[config.mk]
export PLATFORM = sky130hd
export DESIGN_NAME = dslope_seq
export DESIGN_NICKNAME = d
export VERILOG_FILES = /design/src/rtl/dslope_pkg.sv /design/src/rtl/dslope_sync.sv /design/src/rtl/dslope_cnt.sv /design/src/rtl/dslope_fsm.sv /design/src/rtl/dslope_seq.sv
export SDC_FILE = /design/constraint.sdc
export NUM_CORES = 1
export LEC_CHECK = 0
export BUFFER_PORTS_ARGS = -buffer_cell sky130_fd_sc_hd__buf_2
export CELL_PAD_IN_SITES_DETAIL_PLACEMENT = 1
export CELL_PAD_IN_SITES_GLOBAL_PLACEMENT = 1
export CORE_MARGIN = 2
export CORE_UTILIZATION = 40
export DETAILED_ROUTE_END_ITERATION = 10
export HOLD_SLACK_MARGIN = 0.1
export PLACE_DENSITY_LB_ADDON = 0.1
export SLEW_MARGIN = 15
export SYNTH_ARGS = -nofsm -noshare
export SYNTH_HDL_FRONTEND = slang
export SYNTH_SLANG_ARGS = --single-unit
[constraint.sdc]
create_clock -name clk -period 2.3 [get_ports clk]
set_input_delay 0.46 -clock clk [delete_from_list [all_inputs] [get_ports clk]]
set_output_delay 0.46 -clock clk [all_outputs]
set_load 0.005 [all_outputs]
[src/rtl/dslope_pkg.sv]
package dslope_pkg;
   typedef enum logic [1:0] {
      PH_IDLE = 2'd0,
      PH_CLR  = 2'd1,
      PH_INT  = 2'd2,
      PH_REF  = 2'd3
   } phase_e;
endpackage

[src/rtl/dslope_sync.sv]
module dslope_sync #(
   parameter int STAGES = 2
) (
   input  logic clk,
   input  logic rst_n,
   input  logic d_i,
   output logic q_o
);
   logic [STAGES-1:0] chain;

   generate
      for (genvar i = 0; i < STAGES; i++) begin : g_stage
         if (i == 0) begin : g_first
            always_ff @(posedge clk) begin
               if (!rst_n) chain[0] <= 1'b0;
               else        chain[0] <= d_i;
            end
         end else begin : g_next
            always_ff @(posedge clk) begin
               if (!rst_n) chain[i] <= 1'b0;
               else        chain[i] <= chain[i-1];
            end
         end
      end
   endgenerate

   assign q_o = chain[STAGES-1];
endmodule

[src/rtl/dslope_cnt.sv]
module dslope_cnt #(
   parameter int W = 9
) (
   input  logic         clk,
   input  logic         rst_n,
   input  logic         clr_i,
   input  logic         en_i,
   output logic [W-1:0] cnt_o
);
   logic [W-1:0] cnt_q;

   always_ff @(posedge clk) begin
      if (!rst_n)     cnt_q <= '0;
      else if (clr_i) cnt_q <= '0;
      else if (en_i)  cnt_q <= cnt_q + 1'b1;
   end

   assign cnt_o = cnt_q;

   // the sequencer must leave the phase before the counter could wrap
   a_r6_no_wrap: assert property (@(posedge clk) disable iff (!rst_n)
      (en_i && !clr_i) |-> !(&cnt_q));
endmodule

[src/rtl/dslope_fsm.sv]
module dslope_fsm
   import dslope_pkg::*;
#(
   parameter int RES_BITS     = 8,
   parameter int T1_CYCLES    = 256,
   parameter int RESET_CYCLES = 4,
   parameter int CNT_W        = RES_BITS + 1
) (
   input  logic             clk,
   input  logic             rst_n,
   input  logic             start_i,
   input  logic             cmp_s_i,
   input  logic [CNT_W-1:0] cnt_i,
   output phase_e           phase_o,
   output logic             cnt_clr_o,
   output logic             cnt_en_o,
   output logic [CNT_W-1:0] result_o,
   output logic             done_o,
   output logic             ovr_o
);
   localparam logic [CNT_W-1:0] CLR_LAST = CNT_W'(RESET_CYCLES - 1);
   localparam logic [CNT_W-1:0] INT_LAST = CNT_W'(T1_CYCLES - 1);
   localparam logic [CNT_W-1:0] CNT_TOP  = {CNT_W{1'b1}};

   phase_e ph_q, ph_d;
   logic   finish;

   always_comb begin
      ph_d = ph_q;
      unique case (ph_q)
         PH_IDLE: if (start_i)                      ph_d = PH_CLR;
         PH_CLR:  if (cnt_i == CLR_LAST)            ph_d = PH_INT;
         PH_INT:  if (cnt_i == INT_LAST)            ph_d = PH_REF;
         PH_REF:  if (cmp_s_i || cnt_i == CNT_TOP)  ph_d = PH_IDLE;
         default:                                   ph_d = PH_IDLE;
      endcase
   end

   assign finish    = (ph_q == PH_REF) && (ph_d == PH_IDLE);
   assign cnt_clr_o = (ph_d != ph_q) || (ph_q == PH_IDLE);
   assign cnt_en_o  = !cnt_clr_o;

   always_ff @(posedge clk) begin
      if (!rst_n) begin
         ph_q     <= PH_IDLE;
         done_o   <= 1'b0;
         result_o <= '0;
         ovr_o    <= 1'b0;
      end else begin
         ph_q   <= ph_d;
         done_o <= finish;
         if (finish) begin
            result_o <= cmp_s_i ? cnt_i : CNT_TOP;
            ovr_o    <= !cmp_s_i;
         end
      end
   end

   assign phase_o = ph_q;

   // result and flag move only with the done pulse
   a_r7_result_stable: assert property (@(posedge clk) disable iff (!rst_n)
      !done_o |-> $stable(result_o) && $stable(ovr_o));
   // a crossing in the last reference cycle is not an overrange
   a_r10_cmp_wins: assert property (@(posedge clk) disable iff (!rst_n)
      (ph_q == PH_REF && cmp_s_i) |=> done_o && !ovr_o);
endmodule

[src/rtl/dslope_seq.sv]
module dslope_seq
   import dslope_pkg::*;
#(
   parameter int RES_BITS     = 8,
   parameter int T1_CYCLES    = 2 ** RES_BITS,
   parameter int RESET_CYCLES = 4,
   parameter int SYNC_STAGES  = 2
) (
   input  logic                clk,
   input  logic                rst_n,
   input  logic                start_i,
   input  logic                cmp_i,
   output logic                sw_rst_o,
   output logic                sw_in_o,
   output logic                sw_ref_o,
   output logic [RES_BITS:0]   result_o,
   output logic                done_o,
   output logic                ovr_o
);
   localparam int CNT_W   = RES_BITS + 1;
   localparam int CNT_LIM = 2 ** CNT_W;

   generate
      if (RES_BITS < 1 || RES_BITS > 30) begin : g_bad_bits
         $error("dslope_seq: RES_BITS out of range");
      end
      if (T1_CYCLES < SYNC_STAGES || T1_CYCLES > CNT_LIM) begin : g_bad_t1
         $error("dslope_seq: T1_CYCLES must cover the synchronizer and fit the counter");
      end
      if (RESET_CYCLES < 1 || RESET_CYCLES > CNT_LIM) begin : g_bad_rst
         $error("dslope_seq: RESET_CYCLES out of range");
      end
      if (SYNC_STAGES < 2) begin : g_bad_sync
         $error("dslope_seq: SYNC_STAGES must be at least 2");
      end
   endgenerate

   logic             cmp_s;
   logic             cnt_clr, cnt_en;
   logic [CNT_W-1:0] cnt;
   phase_e           phase;

   dslope_sync #(.STAGES(SYNC_STAGES)) u_sync (
      .clk   (clk),
      .rst_n (rst_n),
      .d_i   (cmp_i),
      .q_o   (cmp_s)
   );

   dslope_cnt #(.W(CNT_W)) u_cnt (
      .clk   (clk),
      .rst_n (rst_n),
      .clr_i (cnt_clr),
      .en_i  (cnt_en),
      .cnt_o (cnt)
   );

   dslope_fsm #(
      .RES_BITS     (RES_BITS),
      .T1_CYCLES    (T1_CYCLES),
      .RESET_CYCLES (RESET_CYCLES),
      .CNT_W        (CNT_W)
   ) u_fsm (
      .clk       (clk),
      .rst_n     (rst_n),
      .start_i   (start_i),
      .cmp_s_i   (cmp_s),
      .cnt_i     (cnt),
      .phase_o   (phase),
      .cnt_clr_o (cnt_clr),
      .cnt_en_o  (cnt_en),
      .result_o  (result_o),
      .done_o    (done_o),
      .ovr_o     (ovr_o)
   );

   assign sw_rst_o = (phase == PH_CLR);
   assign sw_in_o  = (phase == PH_INT);
   assign sw_ref_o = (phase == PH_REF);

   // never two switches at once
   a_r9_one_switch: assert property (@(posedge clk) disable iff (!rst_n)
      $onehot0({sw_rst_o, sw_in_o, sw_ref_o}));
   // discharge only starts from idle
   a_r2_clr_from_idle: assert property (@(posedge clk) disable iff (!rst_n)
      $rose(sw_rst_o) |-> $past({sw_rst_o, sw_in_o, sw_ref_o}) == 3'b000);
   // input phase follows discharge and lasts T1 cycles
   a_r3_in_after_clr: assert property (@(posedge clk) disable iff (!rst_n)
      $rose(sw_in_o) |-> $past(sw_rst_o));
   a_r3_in_length: assert property (@(posedge clk) disable iff (!rst_n)
      $fell(sw_in_o) |-> $past(cnt) == CNT_W'(T1_CYCLES - 1));
   // reference phase follows the input phase
   a_r4_ref_after_in: assert property (@(posedge clk) disable iff (!rst_n)
      $rose(sw_ref_o) |-> $past(sw_in_o));
   // done is a single-cycle pulse right after the reference phase
   a_r7_done_pulse: assert property (@(posedge clk) disable iff (!rst_n)
      done_o |=> !done_o);
   a_r7_done_after_ref: assert property (@(posedge clk) disable iff (!rst_n)
      done_o |-> $past(sw_ref_o) && !sw_ref_o);
   // an abort saturates the result
   a_r6_saturate: assert property (@(posedge clk) disable iff (!rst_n)
      (done_o && ovr_o) |-> &result_o);
   // a start during a conversion does not restart it
   a_r8_no_restart: assert property (@(posedge clk) disable iff (!rst_n)
      ((sw_in_o || sw_ref_o) && start_i) |=> !sw_rst_o);
endmodule

==> results of run 1 <==
through the flow:
| step | worst slack [ns] | power (W) | hold WS [ns] | util, % |
|---|---|---|---|---|
| floorplan | 0.449 | 0.000461 | 0.412 | - |
| detailed placement | 0.160 | 0.000473 | 0.441 | 46.6 |
| global placement | 0.262 | 0.000472 | 0.418 | 46.6 |
| global route | 0.0607 | 0.000801 | 0.336 | 48.8 |
| finish | 0.154 | 0.000770 | 0.349 | 48.8 |
| CTS | 0.104 | 0.000781 | 0.338 | 48.7 |
kinds of logic after synthesis:
| kind of cell | synth area share (%) |
|---|---|
| mux | 0.984 |
| buf+inv | 3.69 |
| compound gates | 13.3 |
| simple gates | 26.0 |
| xor+xnor | 5.17 |
| fa+ha+maj | 3.69 |
| flops | 47.2 |
sequential cells by signal, summed over array words and instances, names as in the netlist:
register / count
u_fsm.done_o: 1
u_fsm.result_o: 9
u_cnt.cnt_o: 9
u_sync.chain: 1
u_fsm.phase_o: 2
u_sync.q_o: 1
u_fsm.ovr_o: 1
metal layers:
| metal | vias to the layer above | wire length (um) |
|---|---|---|
| met2 | 13 | 991 |
| met1 | 379 | 1050 |
| met5 | - | 0 |
| met3 | 2 | 72 |
| li1 | 397 | - |
| met4 | 0 | 15 |
path summary, 6_finish.rpt:
path / to / cells past startpoint
worst min-delay path: u_sync.chain[0]$_SDFF_PN0_ / 2
worst min register to register: u_fsm.result_o[8]$_SDFFE_PN0P_ / 1
worst max register to register: u_fsm.result_o[3]$_SDFFE_PN0P_ / 7
worst max-delay path: u_fsm.result_o[3]$_SDFFE_PN0P_ / 7
final cells by class:
class	count	area [um2]	area share [%]
Multi-Input combinational cell	75	500	42.2
Sequential cell	24	480	40.5
Timing Repair Buffer	19	100	8.44
Tap cell	30	37.5	3.16
Clock inverter	1	30.0	2.53
Clock buffer	3	22.5	1.90
Inverter	4	15.0	1.27
power by group through the flow:
stage,logic (W),clock network [W],registers [W]
2_1_floorplan,0.0000248,0,0.000436
3_3_place_gp,0.0000317,0,0.000440
3_5_place_dp,0.0000327,0,0.000440
4_1_cts,0.0000326,0.000317,0.000431
5_1_grt,0.0000370,0.000331,0.000433
6_report,0.0000322,0.000307,0.000431
synth_stat cells, types with 2 or more instances:
cell type	number
sky130_fd_sc_hd__ha_1	3
sky130_fd_sc_hd__nand2_1	11
sky130_fd_sc_hd__a21oi_1	2
sky130_fd_sc_hd__inv_1	4
sky130_fd_sc_hd__clkbuf_1	2
sky130_fd_sc_hd__o21ai_0	9
sky130_fd_sc_hd__dfxtp_1	24
sky130_fd_sc_hd__nand3_1	3
sky130_fd_sc_hd__and2_1	3
sky130_fd_sc_hd__xor2_1	5
sky130_fd_sc_hd__buf_2	3
sky130_fd_sc_hd__nor2_1	11
sky130_fd_sc_hd__nor2b_1	11
what timing repair did:
| action | CTS | global route |
|---|---|---|
| endpoints found under the setup margin | 0 | 9 |
| gates resized for setup | 0 | 1 |
| hold endpoints to repair | 0 | 0 |
cells in the final DEF, fill, tap and decap left out:
master,instances
sky130_fd_sc_hd__inv_1,4
sky130_fd_sc_hd__nand3_1,3
sky130_fd_sc_hd__xnor2_1,1
sky130_fd_sc_hd__mux2i_1,1
sky130_fd_sc_hd__a211oi_1,1
sky130_fd_sc_hd__a32oi_1,1
sky130_fd_sc_hd__and2_1,2
sky130_fd_sc_hd__or2_2,1
sky130_fd_sc_hd__buf_4,2
sky130_fd_sc_hd__nor2_1,11
sky130_fd_sc_hd__xor2_1,5
sky130_fd_sc_hd__o31ai_4,1
sky130_fd_sc_hd__a21o_1,1
sky130_fd_sc_hd__o31ai_1,1
sky130_fd_sc_hd__buf_2,17
sky130_fd_sc_hd__o2111ai_1,1
sky130_fd_sc_hd__nor4b_4,1
sky130_fd_sc_hd__nor2b_1,11
sky130_fd_sc_hd__clkbuf_4,3
sky130_fd_sc_hd__and2_0,1
sky130_fd_sc_hd__ha_1,3
sky130_fd_sc_hd__nand2_1,11
sky130_fd_sc_hd__bufinv_16,1
sky130_fd_sc_hd__o211ai_1,1
sky130_fd_sc_hd__nor4_4,1
sky130_fd_sc_hd__and3_1,1
sky130_fd_sc_hd__a21oi_1,2
sky130_fd_sc_hd__nand4_1,1
sky130_fd_sc_hd__and4_1,1
sky130_fd_sc_hd__o21ai_0,9
sky130_fd_sc_hd__a21boi_2,1
sky130_fd_sc_hd__dfxtp_1,24
sky130_fd_sc_hd__and2_2,1
==> results.md, run 1 <==
* Gp weighted congestion at 0.736
* Area growth from synthesis to layout at 16.6%
* Count of fill cells added during filler insertion at 303
* Internal power at 0.000613 W
* Std cell rows at 18
* RSZ-0062 raised after global routing: false
* Post-place instance area at 1130 um2
* Root Driver: sky130_fd_sc_hd__clkbuf_4
* Maximum buffer depth of the clock tree at 2
* Average cell area after synthesis at 9.42 um2
* Proportion of register bits with asynchronous set or reset after synthesis at 0%
* Final layout net count at 134
* Global-route wire length before repair at 3630 um
* DIE WIDTH at 54.4 um
* Worst path arrival time at 2.37 ns
* Vias in the first global route at 762
* Area of the die at 2960 um2
* Worst-path fanout max at 10
* Fraction of the yosys area taken by sequential cells at 47.2%
* Net count after synthesis at 115
* Area share of the largest cell type after synthesis at 47.2%
* Gate count after technology mapping at 108
* Start point of the worst min-delay path: cmp_i
* Upper clock frequency limit at 466 MHz
* Violation count after the first detailed-route iteration at 6
* Worst IR drop on VDD at 0.356 mV
* Routed WL per cell at 13.7 um
* Biggest area consumer among synthesized cells: sky130_fd_sc_hd__dfxtp_1
* Final critical-path share of the clock period at 93.3%
* Pin count of the biggest net entering global routing at 15
* Estimated wirelength of the detail-placed design at 1620 um
* Cell-by-cell trace of the critical path: and4_1, nand2_1, nor2_1, ha_1, o211ai_1, or2_2, o21ai_0
* Skew-Pair Late Insertion Delay at 0.32 ns
* Slowest stage delay, CP at 0.50 ns
* Critical Path End Type: register
* Setup fix buffers added after clock tree synthesis at 0
* Global routing met2 resource utilization at 27.7%
* Cell area after synthesis at 1020 um2
* Run status: finished clean
* Count of H-tree levels built during CTS at 1
* Number of warnings printed during yosys synthesis at 0
* Relative max-transition margin at 70.9%
* Antenna violations before repair at 0
* R2r startpoint: u_cnt.cnt_o[4]$_SDFF_PP0_
* Final TNS setup at 0 ns
* Share of post-route cells with drive strength above 1 at 23.0%
* Hold-fix buffers, CTS at 0
* Crit-path slowest cell: sky130_fd_sc_hd__dfxtp_1
* Total clock buffers created by CTS at 3
* WL final at 2130 um
* Initial Util at 41.8%
* Startpoint types: register
* Final design instance area without fill at 1190 um2
* Critical Path RT at 2.52 ns
* Power share of the clock group at 39.9%
* Leading cell types by total area after synthesis: sky130_fd_sc_hd__dfxtp_1, sky130_fd_sc_hd__nor2b_1, sky130_fd_sc_hd__o21ai_0, sky130_fd_sc_hd__xor2_1, sky130_fd_sc_hd__nand2_1
* Number of distinct library cell variants in the gate-level netlist after synthesis at 30
* TritonRoute pass-1 iters at 4
* Flip-flop cell with the highest count after synthesis: sky130_fd_sc_hd__dfxtp_1
* Relative contribution of sequential cells to total power at 56.0%
* Class of the worst hold path: in -> reg
* Number of flops mapped to enable cells by yosys at 0
* Net switching share of the total power at 20.4%
* Via total after detailed routing at 791
* Flip-flop and latch count after synthesis at 24
* Number of buffer and inverter stages on the critical path at 0
* TritonCTS clock tree: yes
* Io pins at 18
* Critical Path Source: u_cnt.cnt_o[4]$_SDFF_PP0_
* Final Hold Viols at 0
* Area of the core at 2430 um2
* Remaining routing DRC violations at 0
* Net switching power at 0.000158 W
* Leakage dissipation at 0.521 nW
* Leftover overflow at the end of global routing at 0
* Clock Skews at 0.00991 ns
* Global Route Usage Sum at 17.2%
* Flop-to-flop setup slack at 0.15 ns
* CP top delay family: simple AND/OR/NAND/NOR gates
* Total of buffers placed on input and output ports at 17
* Via count normalized by instance count at 5.07
* Final setup violating endpoints at 0
* Most congested layer reported by global routing: met2
* Total inserted antenna cells at 0
* Max-slew violation count at 0
* Fraction of met3 tracks used by global routing at 2.46%
* Clock slew at reported path FFs at 0.14 ns
* Number of max-capacitance violations reported at 0
* Portion of total power attributed to combinational logic at 4.2%
* Classification of the worst setup path: reg -> reg
* Final ANT Viol Nets at 0
* Power per cell area at 650 nW/um2
* Period minus WS final at 2.15 ns
* Count of clock tree sinks at 24
* Met1 GRT Util at 23.9%
* Die Y-Extent at 54.4 um
* Total placed cells including tap cells at 152
* Actual slew at the worst max-slew pin at 0.436 ns
* Final Instance Count excl. Fillers at 156
(Power assumes the default switching activity.)
==> inputs of run 2 (changes only) <==
--- a/config.mk
+++ b/config.mk
@@ -9,10 +9,11 @@
 export CELL_PAD_IN_SITES_DETAIL_PLACEMENT = 1
 export CELL_PAD_IN_SITES_GLOBAL_PLACEMENT = 1
 export CORE_MARGIN = 2
-export CORE_UTILIZATION = 40
+export CORE_UTILIZATION = 30
 export DETAILED_ROUTE_END_ITERATION = 10
 export HOLD_SLACK_MARGIN = 0.1
 export PLACE_DENSITY_LB_ADDON = 0.1
+export SKIP_CTS_REPAIR_TIMING = 1
 export SLEW_MARGIN = 15
 export SYNTH_ARGS = -nofsm -noshare
 export SYNTH_HDL_FRONTEND = slang
==> run 2 against run 1 <==
Register-to-register slack improved by 0.16 ns. Sequential share of layout area decreased by 0.38 points. Sequential cell count unchanged. Largest cell class unchanged. Highest routed layer unchanged.
==> results.md, run 2 (synthesized netlist as in run 1, its figures left out) <==
* Vias in the first global route at 792
* Worst-case reg-to-reg path depth at 8
* Total of buffers placed on input and output ports at 17
* Number of max-capacitance violations reported at 0
* Worst IR drop on VDD at 0.173 mV
* Share of post-route cells with drive strength above 1 at 23.6%
* Internal power at 0.000534 W
* Relative contribution of sequential cells to total power at 62.9%
* Final setup violating endpoints at 0
* WL final at 2100 um
* Net switching power at 0.000151 W
* DIE WIDTH at 62.2 um
* Pin count of the biggest net entering global routing at 14
* R2r startpoint: u_cnt.cnt_o[5]$_SDFF_PP0_
* RSZ-0062 raised after global routing: false
* Antenna violations before repair at 0
* Flop-to-flop setup slack at 0.31 ns
* Final design instance area without fill at 1200 um2
* Startpoint types: register
* Final Hold Viols at 0
* Count of clock tree sinks at 24
* Post-place instance area at 1160 um2
* Die Y-Extent at 62.2 um
* Net switching share of the total power at 22.1%
* Global-route wire length before repair at 3660 um
* Leakage dissipation at 0.520 nW
* Count of H-tree levels built during CTS at 1
* Area of the die at 3870 um2
* Classification of the worst setup path: reg -> reg
* Maximum buffer depth of the clock tree at 2
* Global Route Usage Sum at 11.9%
* Number of cells on the worst hold path at 2
* TritonRoute pass-1 iters at 2
* Violation count after the first detailed-route iteration at 17
* Final critical-path share of the clock period at 86.6%
* Clock Skews at 0.00129 ns
* Actual slew at the worst max-slew pin at 0.443 ns
* Estimated wirelength of the detail-placed design at 1600 um
* Critical Path RT at 2.57 ns
* Final TNS setup at 0 ns
* Worst-path fanout max at 10
* Commonest non-fill, non-tap cell in the layout: sky130_fd_sc_hd__dfxtp_1
* Final ANT Viol Nets at 0
* Power per cell area at 572 nW/um2
* Clock slew at reported path FFs at 0.13 ns
* Via total after detailed routing at 778
* Gp weighted congestion at 0.676
* Total inserted antenna cells at 0
* Leftover overflow at the end of global routing at 0
* Std cell rows at 21
* Period minus WS final at 1.99 ns
* Max-slew violation count at 0
* Via count normalized by instance count at 4.50
* Most frequent cells in the layout: sky130_fd_sc_hd__dfxtp_1, sky130_fd_sc_hd__buf_2, sky130_fd_sc_hd__nand2_1, sky130_fd_sc_hd__nor2_1, sky130_fd_sc_hd__nor2b_1
* Remaining routing DRC violations at 0
* Worst path arrival time at 2.26 ns
* Final core utilization at 36.5%
* Final layout net count at 135
* Routed WL per cell at 12.2 um
* Run status: finished clean
* Total clock buffers created by CTS at 3
* Area of the core at 3280 um2
* Crit Reg-Reg Endpoint: u_fsm.result_o[8]$_SDFFE_PN0P_
* TritonCTS clock tree: yes
* Class of the worst hold path: in -> reg
* Skew-Pair Late Insertion Delay at 0.31 ns
* Area growth from synthesis to layout at 17.7%
* Upper clock frequency limit at 502 MHz
* Start point of the worst min-delay path: cmp_i
* Io pins at 18
* Initial Util at 31.0%
* Portion of total power attributed to combinational logic at 4.7%
* Critical Path End Type: register
* Hold Crit Endpoint: u_sync.chain[0]$_SDFF_PN0_
* Root Driver: sky130_fd_sc_hd__clkbuf_4
* Relative max-transition margin at 70.5%
* Power share of the clock group at 32.3%
==> run 2: cell types whose count changed in the layout (fill, tap and decap cells not counted), sizes merged <==
cell,previous run,this run
buf,19,20
clkbuf,3,4
bufinv,1,0
==> run 2: worst max path at each step <==
stage / endpoint / startpoint / depth (start not counted) / slack [ns]
2_1_floorplan: u_fsm.result_o[8]$_SDFFE_PN0P_ / u_cnt.cnt_o[2]$_SDFF_PP0_ / 9 / 0.45
4_1_cts: u_cnt.cnt_o[4]$_SDFF_PP0_ / u_cnt.cnt_o[0]$_SDFF_PP0_ / 8 / 0.14
6_report: u_fsm.result_o[8]$_SDFFE_PN0P_ / u_cnt.cnt_o[5]$_SDFF_PP0_ / 8 / 0.31
5_1_grt: u_cnt.cnt_o[3]$_SDFF_PP0_ / u_cnt.cnt_o[1]$_SDFF_PP0_ / 8 / 0.08
3_3_place_gp: u_cnt.cnt_o[4]$_SDFF_PP0_ / u_cnt.cnt_o[0]$_SDFF_PP0_ / 8 / 0.23
3_5_place_dp: u_cnt.cnt_o[4]$_SDFF_PP0_ / u_cnt.cnt_o[0]$_SDFF_PP0_ / 8 / 0.17
==> run 2: stage by stage <==
step	hold slack (ns)	std cells	setup WS (ns)	power (W)
2_1_floorplan	0.412	108	0.449	0.000461
3_3_place_gp	0.419	169	0.234	0.000473
3_5_place_dp	0.431	169	0.171	0.000473
4_1_cts	0.327	173	0.141	0.000704
5_1_grt	0.342	173	0.0830	0.000726
6_report	0.344	173	0.309	0.000685
==> run 2: layout make-up <==
cell class | instances | area [um2]
clock buffers | 4 | 36.3
fillers | 398 | 2090
inverters | 4 | 15.0
multi-input cells | 75 | 500
flip-flops and latches | 24 | 480
well taps | 46 | 57.6
repair buffers | 20 | 108
==> run 2: worst max-delay path: stages (launching register included) <==
cell and delay (ns):
sky130_fd_sc_hd__dfxtp_1 0.46, sky130_fd_sc_hd__and4_1 0.27, sky130_fd_sc_hd__nand2_1 0.10, sky130_fd_sc_hd__nor2_1 0.16, sky130_fd_sc_hd__ha_1 0.20, sky130_fd_sc_hd__o211ai_1 0.13, sky130_fd_sc_hd__or2_2 0.39, sky130_fd_sc_hd__a21oi_1 0.15
sky130_fd_sc_hd__a21o_1 0.09
==> run 2: metal layers <==
layer | global-route usage [%] | part of all wire, % | vias to the layer above
li1 | - | - | 401
met1 | 16.8 | 53 | 365
met2 | 17.7 | 43 | 10
met3 | 2.54 | 2.7 | 2
met4 | 5.00 | 1.1 | 0
met5 | 0 | 0 | -
==> run 2: power by group through the flow <==
stage	Sequential (W)	Combinational, W	Clock (W)
6_report	0.000431	0.0000323	0.000221
5_1_grt	0.000433	0.0000369	0.000257
4_1_cts	0.000431	0.0000331	0.000240
3_5_place_dp	0.000440	0.0000332	0
3_3_place_gp	0.000440	0.0000326	0
2_1_floorplan	0.000436	0.0000248	0
